<file path="config.mk">
export PLATFORM = sky130hd
export DESIGN_NAME = page_bank_mapper
export DESIGN_NICKNAME = d
export VERILOG_FILES = /design/src/rtl/pbm_pkg.sv /design/src/rtl/pbm_control.sv /design/src/rtl/pbm_datapath.sv /design/src/rtl/page_bank_mapper.sv
export SDC_FILE = /design/constraint.sdc
export NUM_CORES = 1
export LEC_CHECK = 0
export ABC_AREA = 1
export ABC_CLOCK_PERIOD_IN_PS = 14200
export BUFFER_PORTS_ARGS = -buffer_cell sky130_fd_sc_hd__buf_4
export CORE_ASPECT_RATIO = 1.5
export CORE_MARGIN = 4
export CORE_UTILIZATION = 25
export DETAILED_ROUTE_END_ITERATION = 7
export HOLD_SLACK_MARGIN = 0.12
export PLACE_DENSITY_LB_ADDON = 0.15
export SKIP_CTS_REPAIR_TIMING = 1
export SLEW_MARGIN = 20
export SYNTH_ARGS = -nofsm -noshare
export SYNTH_HDL_FRONTEND = slang
export SYNTH_SLANG_ARGS = --single-unit
export TNS_END_PERCENT = 1
</file>
<file path="constraint.sdc">
create_clock -name clk -period 14.2 [get_ports clk]
set_clock_uncertainty 0.2 [all_clocks]
set_input_delay 0.71 -clock clk [delete_from_list [all_inputs] [get_ports clk]]
set_output_delay 0.71 -clock clk [all_outputs]
set_load 0.005 [all_outputs]
</file>
<file path="src/rtl/pbm_pkg.sv">
package pbm_pkg;
  localparam int MAX_BUSES = 4;
  localparam int BUS_W = $clog2(MAX_BUSES);

  typedef struct packed {
    logic                 load;
    logic [MAX_BUSES-1:0] divSel;
  } ctrlStrobes_t;
endpackage

</file>
<file path="src/rtl/pbm_control.sv">
module pbm_control
  import pbm_pkg::*;
(
  input  logic             clk,
  input  logic             rstN,
  input  logic             reqValid,
  input  logic [BUS_W-1:0] busCountM1,
  output ctrlStrobes_t     strobes,
  output logic             resValid
);
  always_comb begin
    strobes.load = reqValid;
    strobes.divSel = '0;
    strobes.divSel[busCountM1] = 1'b1;
  end

  always_ff @(posedge clk) begin
    if (!rstN) resValid <= 1'b0;
    else       resValid <= reqValid;
  end
endmodule

</file>
<file path="src/rtl/pbm_datapath.sv">
module pbm_datapath
  import pbm_pkg::*;
#(
  parameter int ADDR_W     = 32,
  parameter int LINE_OFF_W = 6,
  parameter int COL_W      = 7,
  parameter int BANK_W     = 3,
  parameter int RANK_W     = 1,
  localparam int PAGE_W    = ADDR_W - LINE_OFF_W - COL_W,
  localparam int ROW_W     = PAGE_W - BANK_W - RANK_W
) (
  input  logic                           clk,
  input  logic                           rstN,
  input  ctrlStrobes_t                   strobes,
  input  logic [ADDR_W-LINE_OFF_W-1:0]   lineAddr,
  output logic [BUS_W-1:0]               resBus,
  output logic [RANK_W-1:0]              resRank,
  output logic [BANK_W-1:0]              resBank,
  output logic [ROW_W-1:0]               resRow,
  output logic [COL_W-1:0]               resCol
);
  logic [PAGE_W-1:0] pageNum;
  logic [PAGE_W-1:0] quotCand [MAX_BUSES];
  logic [BUS_W-1:0]  remCand  [MAX_BUSES];
  logic [PAGE_W-1:0] localPage;
  logic [BUS_W-1:0]  busSel;
  logic [BANK_W-1:0] plainBank;
  logic [RANK_W-1:0] rankSel;
  logic [ROW_W-1:0]  rowSel;

  assign pageNum = lineAddr[ADDR_W-LINE_OFF_W-1 -: PAGE_W];

  // One constant divider per supported bus count.
  for (genvar g = 0; g < MAX_BUSES; g++) begin : gDiv
    logic [PAGE_W-1:0] fullRem;
    assign quotCand[g] = pageNum / PAGE_W'(g + 1);
    assign fullRem     = pageNum % PAGE_W'(g + 1);
    assign remCand[g]  = fullRem[BUS_W-1:0];
  end

  always_comb begin
    localPage = '0;
    busSel    = '0;
    for (int i = 0; i < MAX_BUSES; i++) begin
      if (strobes.divSel[i]) begin
        localPage = localPage | quotCand[i];
        busSel    = busSel | remCand[i];
      end
    end
  end

  assign plainBank = localPage[BANK_W-1:0];
  assign rankSel   = localPage[BANK_W +: RANK_W];
  assign rowSel    = localPage[PAGE_W-1 -: ROW_W];

  always_ff @(posedge clk) begin
    if (!rstN) begin
      resBus  <= '0;
      resRank <= '0;
      resBank <= '0;
      resRow  <= '0;
      resCol  <= '0;
    end else if (strobes.load) begin
      resBus  <= busSel;
      resRank <= rankSel;
      resBank <= plainBank ^ rowSel[BANK_W-1:0];
      resRow  <= rowSel;
      resCol  <= lineAddr[COL_W-1:0];
    end
  end
endmodule

</file>
<file path="src/rtl/page_bank_mapper.sv">
module page_bank_mapper
  import pbm_pkg::*;
#(
  parameter int ADDR_W     = 32,
  parameter int LINE_OFF_W = 6,
  parameter int COL_W      = 7,
  parameter int BANK_W     = 3,
  parameter int RANK_W     = 1,
  localparam int PAGE_W    = ADDR_W - LINE_OFF_W - COL_W,
  localparam int ROW_W     = PAGE_W - BANK_W - RANK_W
) (
  input  logic              clk,
  input  logic              rstN,
  input  logic              reqValid,
  input  logic [ADDR_W-1:0] reqAddr,
  input  logic [BUS_W-1:0]  busCountM1,
  output logic              resValid,
  output logic [BUS_W-1:0]  resBus,
  output logic [RANK_W-1:0] resRank,
  output logic [BANK_W-1:0] resBank,
  output logic [ROW_W-1:0]  resRow,
  output logic [COL_W-1:0]  resCol
);
  ctrlStrobes_t strobes;
  logic         unusedOffsetBits;

  assign unusedOffsetBits = ^reqAddr[LINE_OFF_W-1:0];

  pbm_control uCtrl (
    .clk(clk), .rstN(rstN), .reqValid(reqValid), .busCountM1(busCountM1),
    .strobes(strobes), .resValid(resValid)
  );

  pbm_datapath #(
    .ADDR_W(ADDR_W), .LINE_OFF_W(LINE_OFF_W), .COL_W(COL_W),
    .BANK_W(BANK_W), .RANK_W(RANK_W)
  ) uData (
    .clk(clk), .rstN(rstN), .strobes(strobes),
    .lineAddr(reqAddr[ADDR_W-1:LINE_OFF_W]),
    .resBus(resBus), .resRank(resRank), .resBank(resBank),
    .resRow(resRow), .resCol(resCol)
  );
endmodule

</file>
Yosys cells after proc, flatten, opt, wreduce, memory -nomap -nowiden
Cells that the tools add are included.
{ "op_classes": {"addsub": 0, "n_mul": 0, "div_mod_pow": 2, "order_cmp": 2, "eq_ne": 0, "shift": 0, "muxes": 9, "bitwise": 6, "reduce_logical": 1} }
{ "ops": {"columns": ["op", "count"], "rows": [
  ["two-way mux 19 bit", 4],
  ["divider 19 x 2 -> 19 bit (second input constant)", 1],
  ["remainder unit 19 x 2 -> 19 bit (second input constant)", 1],
  ["bitwise OR 19 x 17 -> 19 bit", 1],
  ["bitwise OR 19 x 18 -> 19 bit", 1],
  ["bitwise OR 19 bit", 1],
  ["two-way mux 2 bit", 2],
  ["less-than comparator 2 x 3 -> 1 bit (second input constant)", 1],
  ["XOR 3 bit", 1],
  ["demux 1 bit (select 2 bit)", 1],
  ["greater-or-equal comparator 2 x 1 -> 1 bit (second input constant)", 1],
  ["two-way mux 1 bit", 2],
  ["bitwise OR 1 x 2 -> 2 bit", 1],
  ["bitwise OR 2 bit", 1],
  ["logical AND 1 bit", 1]
]} }
{ "word_totals": {"reg_bits": 29, "latchBits": 0, "ram_bits": 0, "rom_bits": 0, "in_bits": 37, "output_inout_bits": 29, "wordCells": 26, "memories": 0} }

Logic depth before layout (Yosys ltp)
Gate-level depths: netlist of the first run.
{ "depth": {"word_depth": 12, "depth_mapped": 55, "mapped_depth_nobuf": 55} }

By module
A second synthesis of the first run with hierarchy kept.
{ "unflattened": {"hier_cells": 371, "hier_area_um2": 2296.0} }
{ "modules_own_cells": {"columns": ["mod", "instances", "cells_each", "area_per_inst_um2", "seq_area_each_um2"], "rows": [
  ["pbm_datapath", 1, 360, 2234.6, 560.5],
  ["pbm_control", 1, 11, 61.3, 20.0]
]} }

Worst setup path before layout of the first run
OpenSTA, ideal clock, no wires.
{ "synth_timing": {"path_kind": "in2reg", "startpoint": "input reqAddr[31]", "endpoint": "register uData.resBus[1]", "setup_ns": 0.119, "arrival_ns": 4.914, "t_required_ns": 13.881, "path_slack_ns": 8.967, "stages": 44, "n_path_buf": 0, "path_cell_list": "inv_1 nand3_1 nand2_1 nand2_1 nand3_2 nand2_1 nand2_1 nand2_1 o21ai_1 nand2_1 o21ai_2 nand2_2 o21ai_1 nand2_2 o21ai_2 nand2_2 o21ai_2 nand2_2 (+8 left out) a21oi_1 nor2_1 o21bai_2 nand3_2 nand3_1 nand2_1 a21oi_1 nor2_2 ha_1 inv_1 nand3_1 nand2_1 a21oi_1 nor2_2 nand4_2 or2_0 nand3_1 a21oi_1"} }
{ "synth_via": {"elab_chain_len": 5} }
{ "synth_lines": {"columns": ["item", "line", "rtl"], "rows": [
  ["from (decl)", "page_bank_mapper.sv:15", "input logic [ADDR_W-1:0] reqAddr,"],
  ["remainder unit 19 x 2 -> 19 bit (*)", "pbm_datapath.sv:37", "assign fullRem = pageNum % PAGE_W'(g + 1);"],
  ["bitwise OR 1 x 2 -> 2 bit (*)", "pbm_datapath.sv:47", "busSel = busSel | remCand[i];"],
  ["two-way mux 2 bit (*)", "pbm_datapath.sv:45", "if (strobes.divSel[i]) begin"],
  ["bitwise OR 2 bit", "pbm_datapath.sv:47", null],
  ["two-way mux 2 bit (*)", "pbm_datapath.sv:45", null],
  ["to (signal assigned)", "pbm_datapath.sv:64", "resBus <= busSel;"],
  ["to (decl)", "pbm_datapath.sv:16", "output logic [BUS_W-1:0] resBus,"]
]} }
Mark *: on every way between the ends. The rest lies on a longest branch, timed or not.
A chain may end at the register's enable or synchronous reset.

Final worst setup path of the first run
{ "layout_timing": {"startpoint": "input reqAddr[30]", "endpoint": "register uData.resBank[0]"} }
{ "layout_via": {"elab_chain_len": 6} }
{ "layout_lines": {"columns": ["item", "line", "rtl"], "rows": [
  ["divider 19 x 2 -> 19 bit (*)", "pbm_datapath.sv:36", "assign quotCand[g] = pageNum / PAGE_W'(g + 1);"],
  ["bitwise OR 19 bit (*)", "pbm_datapath.sv:46", "localPage = localPage | quotCand[i];"],
  ["two-way mux 19 bit (*)", "pbm_datapath.sv:45", null],
  ["bitwise OR 19 x 17 -> 19 bit", "pbm_datapath.sv:46", null],
  ["two-way mux 19 bit (*)", "pbm_datapath.sv:45", null],
  ["XOR 3 bit (*)", "pbm_datapath.sv:66", "resBank <= plainBank ^ rowSel[BANK_W-1:0];"],
  ["to (signal assigned)", "pbm_datapath.sv:66", null],
  ["to (decl)", "pbm_datapath.sv:18", "output logic [BANK_W-1:0] resBank,"]
]} }
Marks and branches as above.

==> results by group, run 1 <==
Critical path
  • R2R Setup Slk: ~13 ns
  • Most common cell on crit path: nand2_1
  • Largest stage delay, worst path: approximately 0.19 ns
  • Critical path's slowest cell: ha_1
  • Worst r2r path cells: 2
  • CP endpoint kind: register
  • CP Max Fanout: 5
  • Arrival time worst endpoint: about 5.7 ns
  • Setup Crit Path Kind: in2reg
  • Critical Path Source Type: primary input
  • Worst Path Required: 14.17 ns

Clocking
  • Max H-tree Level: 2
  • Worst skew pair latency: roughly 0.27 ns
  • Sink Count: 29
  • Root Driver: clkbuf_16
  • CTS tree: yes
  • Clock Tree Buf Depth: 2
  • CTS buffer count: 5
  • Reg clk slew, reported paths: about 0.05 ns

STA
  • Slew Limit Fails: 0
  • Final setup viols: 0
  • Setup TNS: 0 ns
  • Slew at the pin closest to its max-slew limit: 1.04 ns
  • Tcrit/Tclk final: between 40% and 50%
  • Max Freq: around 0.18 GHz
  • RSZ-0062 raised after global routing: no
  • Final worst path period need: 5.70 ns
  • Endpoints failing hold: 0
  • Relative slew slack: just over 30%
  • Worst Slack Setup Final: around 8.5 ns

Power
  • Combinational share of power: ~37%
  • Seq pwr share: 28.2%
  • Net Sw Frac: 35.4%
  • PD cells: about 110 nW/um^2
  • Switching power: 115 uW
  • Internal: ~210 uW
  • Peak supply drop: 0.0000439 V
  • Leak: approximately 1.5 nW
  • Final Power: 324 uW
  • Clock share of power: around 34%

Placed design
  • Count of buffers from port buffering: 59
  • GPL Wtd Cong: 0.768
  • Place WS: about 8.2 ns
  • Detailed placement HPWL: 5310 um

Synth
  • Synth area leader: dfxtp_1
  • Avg Cell Area, Syn: 6.16 um^2
  • Area share of the largest cell type after synthesis: approximately 25%
  • Post-synthesis register bit count: 29
  • Synth Instances: ~370
  • Dominant cells by area after synthesis: dfxtp_1 25%, nand2_1 15%, inv_1 6.5%, o21ai_0 6.3%, nand3_1 5.6%
  • Post-synth cell types: 31
  • Synth Net Count: slightly above 400
  • Synth warn: 0
  • Sequential fraction of the synthesis area: between 20% and 30%
  • Syn Std Cell Area: between 2000 and 2500 um^2

GRT
  • Global-route usage over all layers: about an eighth
  • Antenna violations before repair: 0
  • Largest net degree at the start of global routing: 46
  • Number of global-route vias before repair: around 2500
  • GRT overflow: 0
  • First-pass GRT wire length: roughly 12000 um

Routing
  • Total number of vias: 2574
  • WL met1: ~3000 um
  • DRC violations left: 0
  • Wirelength, routed: 6930 um
  • Top routing layer used: met4
  • Routed Antenna Nets: 0
  • Met3 routed WL: approximately 250 um
  • Drt pass-1 iters: 4
  • Met2 WL: roughly 3600 um
  • WL/cell: between 10 and 15 um
  • Via-to-Cell Ratio: ~4.8
  • DR iter-0 viols: 74

Floorplanning
  • Io pins: 66
  • Rows: between 40 and 50
  • Die H: roughly 130 um
  • Die Area: between 10000 and 15000 um^2
  • Starting density of the core: 25.8%
  • Die width: between 80 and 90 um
  • Core ar.: slightly below 9000 um^2

Cells and area
  • Ratio of cells with drive above 1 in the final layout: between 20% and 30%
  • Fill count: between 1000 and 1500
  • ANT cells: 0
  • Area delta synth->final: 29.8%
  • Final nets: between 400 and 500

Outcome
  • Status: finished clean

Run
  • Max-cap violations: 0

Worst hold path
  • Worst Hold Class: reg2reg
  • Hold Path Cell Cnt: 2
## cells by family after synthesis
kind of cell               Yosys count  share of synthesized area (%)
buffers and inverters               58                           9.78
xor gates and xnor gates             2                          0.761
AOI/OAI and AO/OA                  105                           27.4
and+or+nand+nor                    178                           35.7
adders and majority gates            2                           1.09
DFF                                 29                           25.2
## per-layer routing
| layer | global-route usage [%] | up-vias |
|---|---|---|
| met2 | 23.7 | 39 |
| li1 | - | 1371 |
| met4 | 3.21 | 0 |
| met1 | 16.1 | 1158 |
| met5 | 0 | - |
| met3 | 2.04 | 6 |
## cell type report
type	count	area, um^2	area share, %
multi-input combinational	287	1500	50.1
clock buffer	7	153	5.11
timing repair buffer	59	443	14.8
tap	110	138	4.60
sequential	29	581	19.4
inverter	46	173	5.78
clock inverter	1	5.00	0.167
## per-stage QoR
step	util, %	cell area [um^2]	cells	hold WS, ns
floorplan	-	2300	374	0.262
global placement	31.7	2830	531	0.256
detailed placement	31.7	2830	531	0.262
CTS	33.5	2990	539	0.270
global route	33.5	2990	539	0.292
finish	33.5	2990	539	0.268
## power by group through the flow
stage                     combinational, mW  sequential [mW]  clock [mW]
final                                 0.121           0.0914       0.111
after global routing                  0.140           0.0923       0.120
after CTS                             0.123           0.0915       0.114
after detailed placement              0.122           0.0932           0
after global placement                0.121           0.0931           0
after floorplan                      0.0857           0.0933           0
## synth_stat cells (all sizes together)
| cell | count |
|---|---|
| o21bai | 4 |
| o211ai | 1 |
| ha | 2 |
| nand4 | 2 |
| nor2 | 31 |
| nand3 | 35 |
| nor4 | 2 |
| a21oi | 24 |
| or2 | 1 |
| a31oi | 12 |
| clkbuf | 11 |
| nand2 | 104 |
| dfxtp | 29 |
| inv | 45 |
| nor3 | 1 |
| o22ai | 18 |
| o221ai | 1 |
| o21ai | 45 |
| buf | 1 |
| xor2 | 2 |
| clkinv | 1 |
| and2 | 1 |
| nor3b | 1 |
## path summary, 6_finish.rpt
path / startpoint / end
max: reqAddr[30] / uData.resBank[0]
min reg2reg: uData.resBank[2] / uData.resBank[2]
max reg2reg: uData.resRow[14] / uData.resRow[14]
min: uData.resBank[2] / uData.resBank[2]
## state kept, by name, indices dropped and copies added (netlist names)
signal,cells
uData.resBank,3
uData.resBus,2
uData.resCol,7
uData.resRow,15
uCtrl.resValid,1
uData.resRank,1
## layout by cell type, fill, tap and decap left out, drive strengths merged, types with 2 or more instances in the layout
master  instances
a31oi          12
nor4            2
clkbuf          7
inv            45
ha              2
nand4           2
a21oi          24
buf            59
nand2         104
nor2           31
xor2            2
o22ai          18
o21ai          45
nand3          35
dfxtp          29
o21bai          4
clkinv          2
## worst max-delay path: cells and delay by family
kind / cells / cell delay (ns)
compound gates: 11 / 1.30
fa+ha+maj: 1 / 0.19
buf+inv: 6 / 0.43
simple gates: 34 / 3.06
Power figures use the tool's default switching activity.
==> run 2, diff against run 1 <==
--- a/config.mk
+++ b/config.mk
@@ -5,8 +5,8 @@
 export SDC_FILE = /design/constraint.sdc
 export NUM_CORES = 1
 export LEC_CHECK = 0
-export ABC_AREA = 1
-export ABC_CLOCK_PERIOD_IN_PS = 14200
+export ABC_AREA = 0
+export ABC_CLOCK_PERIOD_IN_PS = 5620
 export BUFFER_PORTS_ARGS = -buffer_cell sky130_fd_sc_hd__buf_4
 export CORE_ASPECT_RATIO = 1.5
 export CORE_MARGIN = 4
==> constraint.sdc (replaced) <==
create_clock -name clk -period 5.62 [get_ports clk]
set_clock_uncertainty 0.2 [all_clocks]
set_input_delay 0.281 -clock clk [delete_from_list [all_inputs] [get_ports clk]]
set_output_delay 0.281 -clock clk [all_outputs]
set_load 0.005 [all_outputs]
==> run 2 against run 1 <==
Net effect: clock power rose by 120%; via count rose by 48%; flip-flop and latch count did not move; cell count rose by 29%; combinational power rose to 3.6 times the previous value; critical path depth fell by 28; first-iteration DRC count rose to 3.8 times the previous value; largest cell class unchanged.
==> results by group, run 2 <==
Outcome
  • Status: finished clean

STA
  • Slew at the pin closest to its max-slew limit: 0.723 ns (-0.319 ns)
  • Max Freq: between 0.15 and 0.2 GHz
  • Endpoints failing hold: 0 (unchanged)
  • Worst Slack Setup Final: 0.425 ns (-8.08 ns)
  • Final worst path period need: around 5.2 ns
  • Tcrit/Tclk final: 92.4%
  • RSZ-0062 raised after global routing: no
  • Setup TNS: 0 ns (unchanged)
  • Final setup viols: 0 (unchanged)
  • Relative slew slack: 51.5% (+21 points)
  • Slew Limit Fails: 0 (unchanged)

Power
  • PD cells: 217 nW/um^2 (+100%)
  • Peak supply drop: 0.000114 V (+160%)
  • Final Power: 914 uW (+180%)
  • Leak: 1.70 nW (+13%)

Worst hold path
  • WHS Endpoint: uData.resBus[0]
  • Hold Path Cell Cnt: 3 (+1)
  • Worst Hold Class: in2reg
  • Hold wc startpoint: reqAddr[13]

Cells and area
  • Top Registers: uData.resRow x15, uData.resCol x7, uData.resBank x3
  • Fill count: 1453 (+43%)
  • Final nets: 573 (+23%)
  • ANT cells: 0 (unchanged)
  • Largest Register: uData.resRow
  • Ratio of cells with drive above 1 in the final layout: 20.2% (-5.5 points)
  • Largest register FFs: 15 (unchanged)
  • Area delta synth->final: 22.4%
  • Most common cell after layout, fill and taps aside: buf_4
  • Design area: 4210 um^2 (+41%)
  • Commonest cells after routing, fill and taps aside: 77 x buf_4, 59 x nor2_1, 48 x nand2_1

Floorplanning
  • Die Area: 15700 um^2 (+45%)
  • Starting density of the core: 25.6% (-0.23 points)
  • Die width: 104 um (+20%)
  • Io pins: 66 (unchanged)
  • Core ar.: 13500 um^2 (+51%)
  • Rows: 52 (+24%)
  • Die H: 152 um (+21%)

Clocking
  • Worst skew pair latency: 0.27 ns (about the same)
  • Reg clk slew, reported paths: 0.05 ns (about the same)
  • Clock Tree Buf Depth: 2 (unchanged)
  • Sink Count: 29 (unchanged)
  • CTS tree: yes
  • Max H-tree Level: 2 (unchanged)
  • Root Driver: clkbuf_16
  • CTS buffer count: 5 (unchanged)

Routing
  • Total number of vias: 3822 (+48%)
  • DR iter-0 viols: 278 (+280%)
  • Via-to-Cell Ratio: 5.48 (+15%)
  • Drt pass-1 iters: 4 (unchanged)
  • Top routing layer used: met4
  • Wirelength, routed: 10600 um (+52%)
  • Met3 routed WL: 339 um (+38%)
  • Routed Antenna Nets: 0 (unchanged)
  • DRC violations left: 0 (unchanged)
  • Met2 WL: 5260 um (+45%)
  • WL met1: 4850 um (+63%)
  • WL/cell: 15.1 um (+18%)

Critical path
  • Most common cell on crit path: buf_4
  • R2R Setup Slk: 4.61 ns (-8.70 ns)
  • Worst r2r path cells: 2 (unchanged)
  • Largest stage delay, worst path: 0.41 ns (+0.22 ns)
  • Arrival time worst endpoint: 5.16 ns (-0.51 ns)
  • CP Max Fanout: 19 (+14)
  • CP cell instances: buf_4, or3b_1, a21oi_4, nor4_1, nor4b_2, o2111ai_1, buf_4, and3_1, a311oi_1, nand4_1, buf_4, nor2_1, a21oi_1, o221a_1, nor3_1, mux2_2, ha_1, nor2_1, nand2_1, a21boi_1, o41ai_2, o221ai_2, xor2_1, a311oi_1
  • Critical path's slowest cell: or3b_1
  • Critical Path Source Type: primary input
  • Reg2reg start: uData.resBank[0]
  • Worst path bufs/invs: 3 (-3)
  • Setup Crit Path Kind: in2reg
  • Family with the most delay on the worst path: compound AO/OA/AOI/OAI gates
  • CP endpoint kind: register
  • Worst Path Required: 5.58 ns (-8.59 ns)
  • R2R Path End: uData.resBank[0]

Synth
  • Synth area leader: dfxtp_1
  • Post-synth ARST share: 0% (unchanged)
  • Number of flops mapped to enable cells by yosys: 0 (unchanged)
  • Synth Net Count: 534 (+29%)
  • Dominant synthesized flop cell: dfxtp_1
  • Avg Cell Area, Syn: 6.95 um^2 (+13%)
  • Post-synth cell types: 79 (+150%)
  • Area share of the largest cell type after synthesis: 16.9% (-8.3 points)
  • Post-synth top cells: 59 x nor2_1, 48 x nand2_1, 38 x a21oi_1
  • Syn Std Cell Area: 3440 um^2 (+49%)
  • Post-synthesis register bit count: 29 (unchanged)
  • Most frequent cell after synthesis: nor2_1
  • Synth Instances: 495 (+32%)
  • Dominant cells by area after synthesis: dfxtp_1 17%, nor2_1 6.4%, a21oi_1 5.5%, mux2i_1 5.5%, nand2_1 5.2%
  • Sequential fraction of the synthesis area: 16.9% (-8.3 points)
  • Synth warn: 0 (unchanged)

Run
  • Max-cap violations: 0 (unchanged)

GRT
  • GRT overflow: 0 (unchanged)
  • Largest net degree at the start of global routing: 49 (+6.5%)
  • Number of global-route vias before repair: 3427 (+40%)
  • Global-route usage over all layers: 13.0% (-0.25 points)
  • Antenna violations before repair: 0 (unchanged)
  • First-pass GRT wire length: 17300 um (+48%)

Placed design
  • Area post-placement: 3970 um^2 (+40%)
  • GPL Wtd Cong: 0.784 (+2.1%)
  • Detailed placement HPWL: 7890 um (+49%)
  • Count of buffers from port buffering: 59 (unchanged)
  • Place WS: 0.0441 ns (-8.18 ns)
run 2: cell count changes in the layout (fill, tap and decap cells not counted), sizes merged, moves of 18 or more:
cell / before / now
nor2: 31 / 61
nand3: 35 / 14
nand2: 104 / 48
inv: 45 / 14
buf: 59 / 77
mux2i: 0 / 19
run 2: through the flow:
step / util (%) / hold WS (ns) / cells
2_1_floorplan: - / 0.219 / 495
3_3_place_gp: 29.5 / 0.257 / 681
3_5_place_dp: 29.5 / 0.256 / 681
4_1_cts: 30.5 / 0.0358 / 689
5_1_grt: 31.3 / 0.151 / 697
6_report: 31.3 / 0.144 / 697
run 2: worst min-delay path, delay by kind of cell:
kind / cells / cell delay, ns
buffers and inverters: 1 / 0.13
AOI/OAI and AO/OA: 1 / 0.08
and+or+nand+nor: 1 / 0.08
run 2: cell type report:
class	instances	area, um^2	share of cell area [%]
clock inverter	2	10.0	0.238
timing repair buffer	85	658	15.6
sequential	29	581	13.8
tap	162	203	4.81
multi-input combinational	397	2570	61.1
clock buffer	6	129	3.06
inverter	16	60.1	1.43
run 2: worst max-delay path by stage:
stage | slack (ns) | start | cells past startpoint | to
after CTS | 0.33 | reqAddr[29] | 23 | uData.resBank[0]
after floorplan | 0.70 | reqAddr[30] | 24 | uData.resBus[0]
after global placement | 0.09 | reqAddr[29] | 24 | uData.resBank[0]
after detailed placement | 0.04 | reqAddr[30] | 23 | uData.resBank[0]
after global routing | 0.003 | reqAddr[30] | 25 | uData.resBank[0]
final | 0.42 | reqAddr[30] | 24 | uData.resBank[0]
run 2: metal layers:
layer  GRT usage, %  up-vias
met2           23.1       90
met1           16.8     1795
met3           1.27        7
met4           3.13        0
li1               -     1930
met5              0        -
run 2: cell families (layout without fill, tap and decap cells):
family          count (synthesis)  after routing  share of synthesized area [%]
fa+ha+maj                       2              2                          0.727
flops                          29             29                           16.9
simple gates                  189            189                           27.3
mux                            22             22                           6.51
buf+inv                        69            109                           9.16
compound gates                174            174                           36.9
xor+xnor                       10             10                           2.54
run 2: where the power goes:
group | switching [mW] | total [mW] | internal [mW]
Sequential | 0.00874 | 0.231 | 0.222
Clock | 0.0869 | 0.249 | 0.162
Combinational | 0.244 | 0.434 | 0.190
Total | 0.340 | 0.914 | 0.574
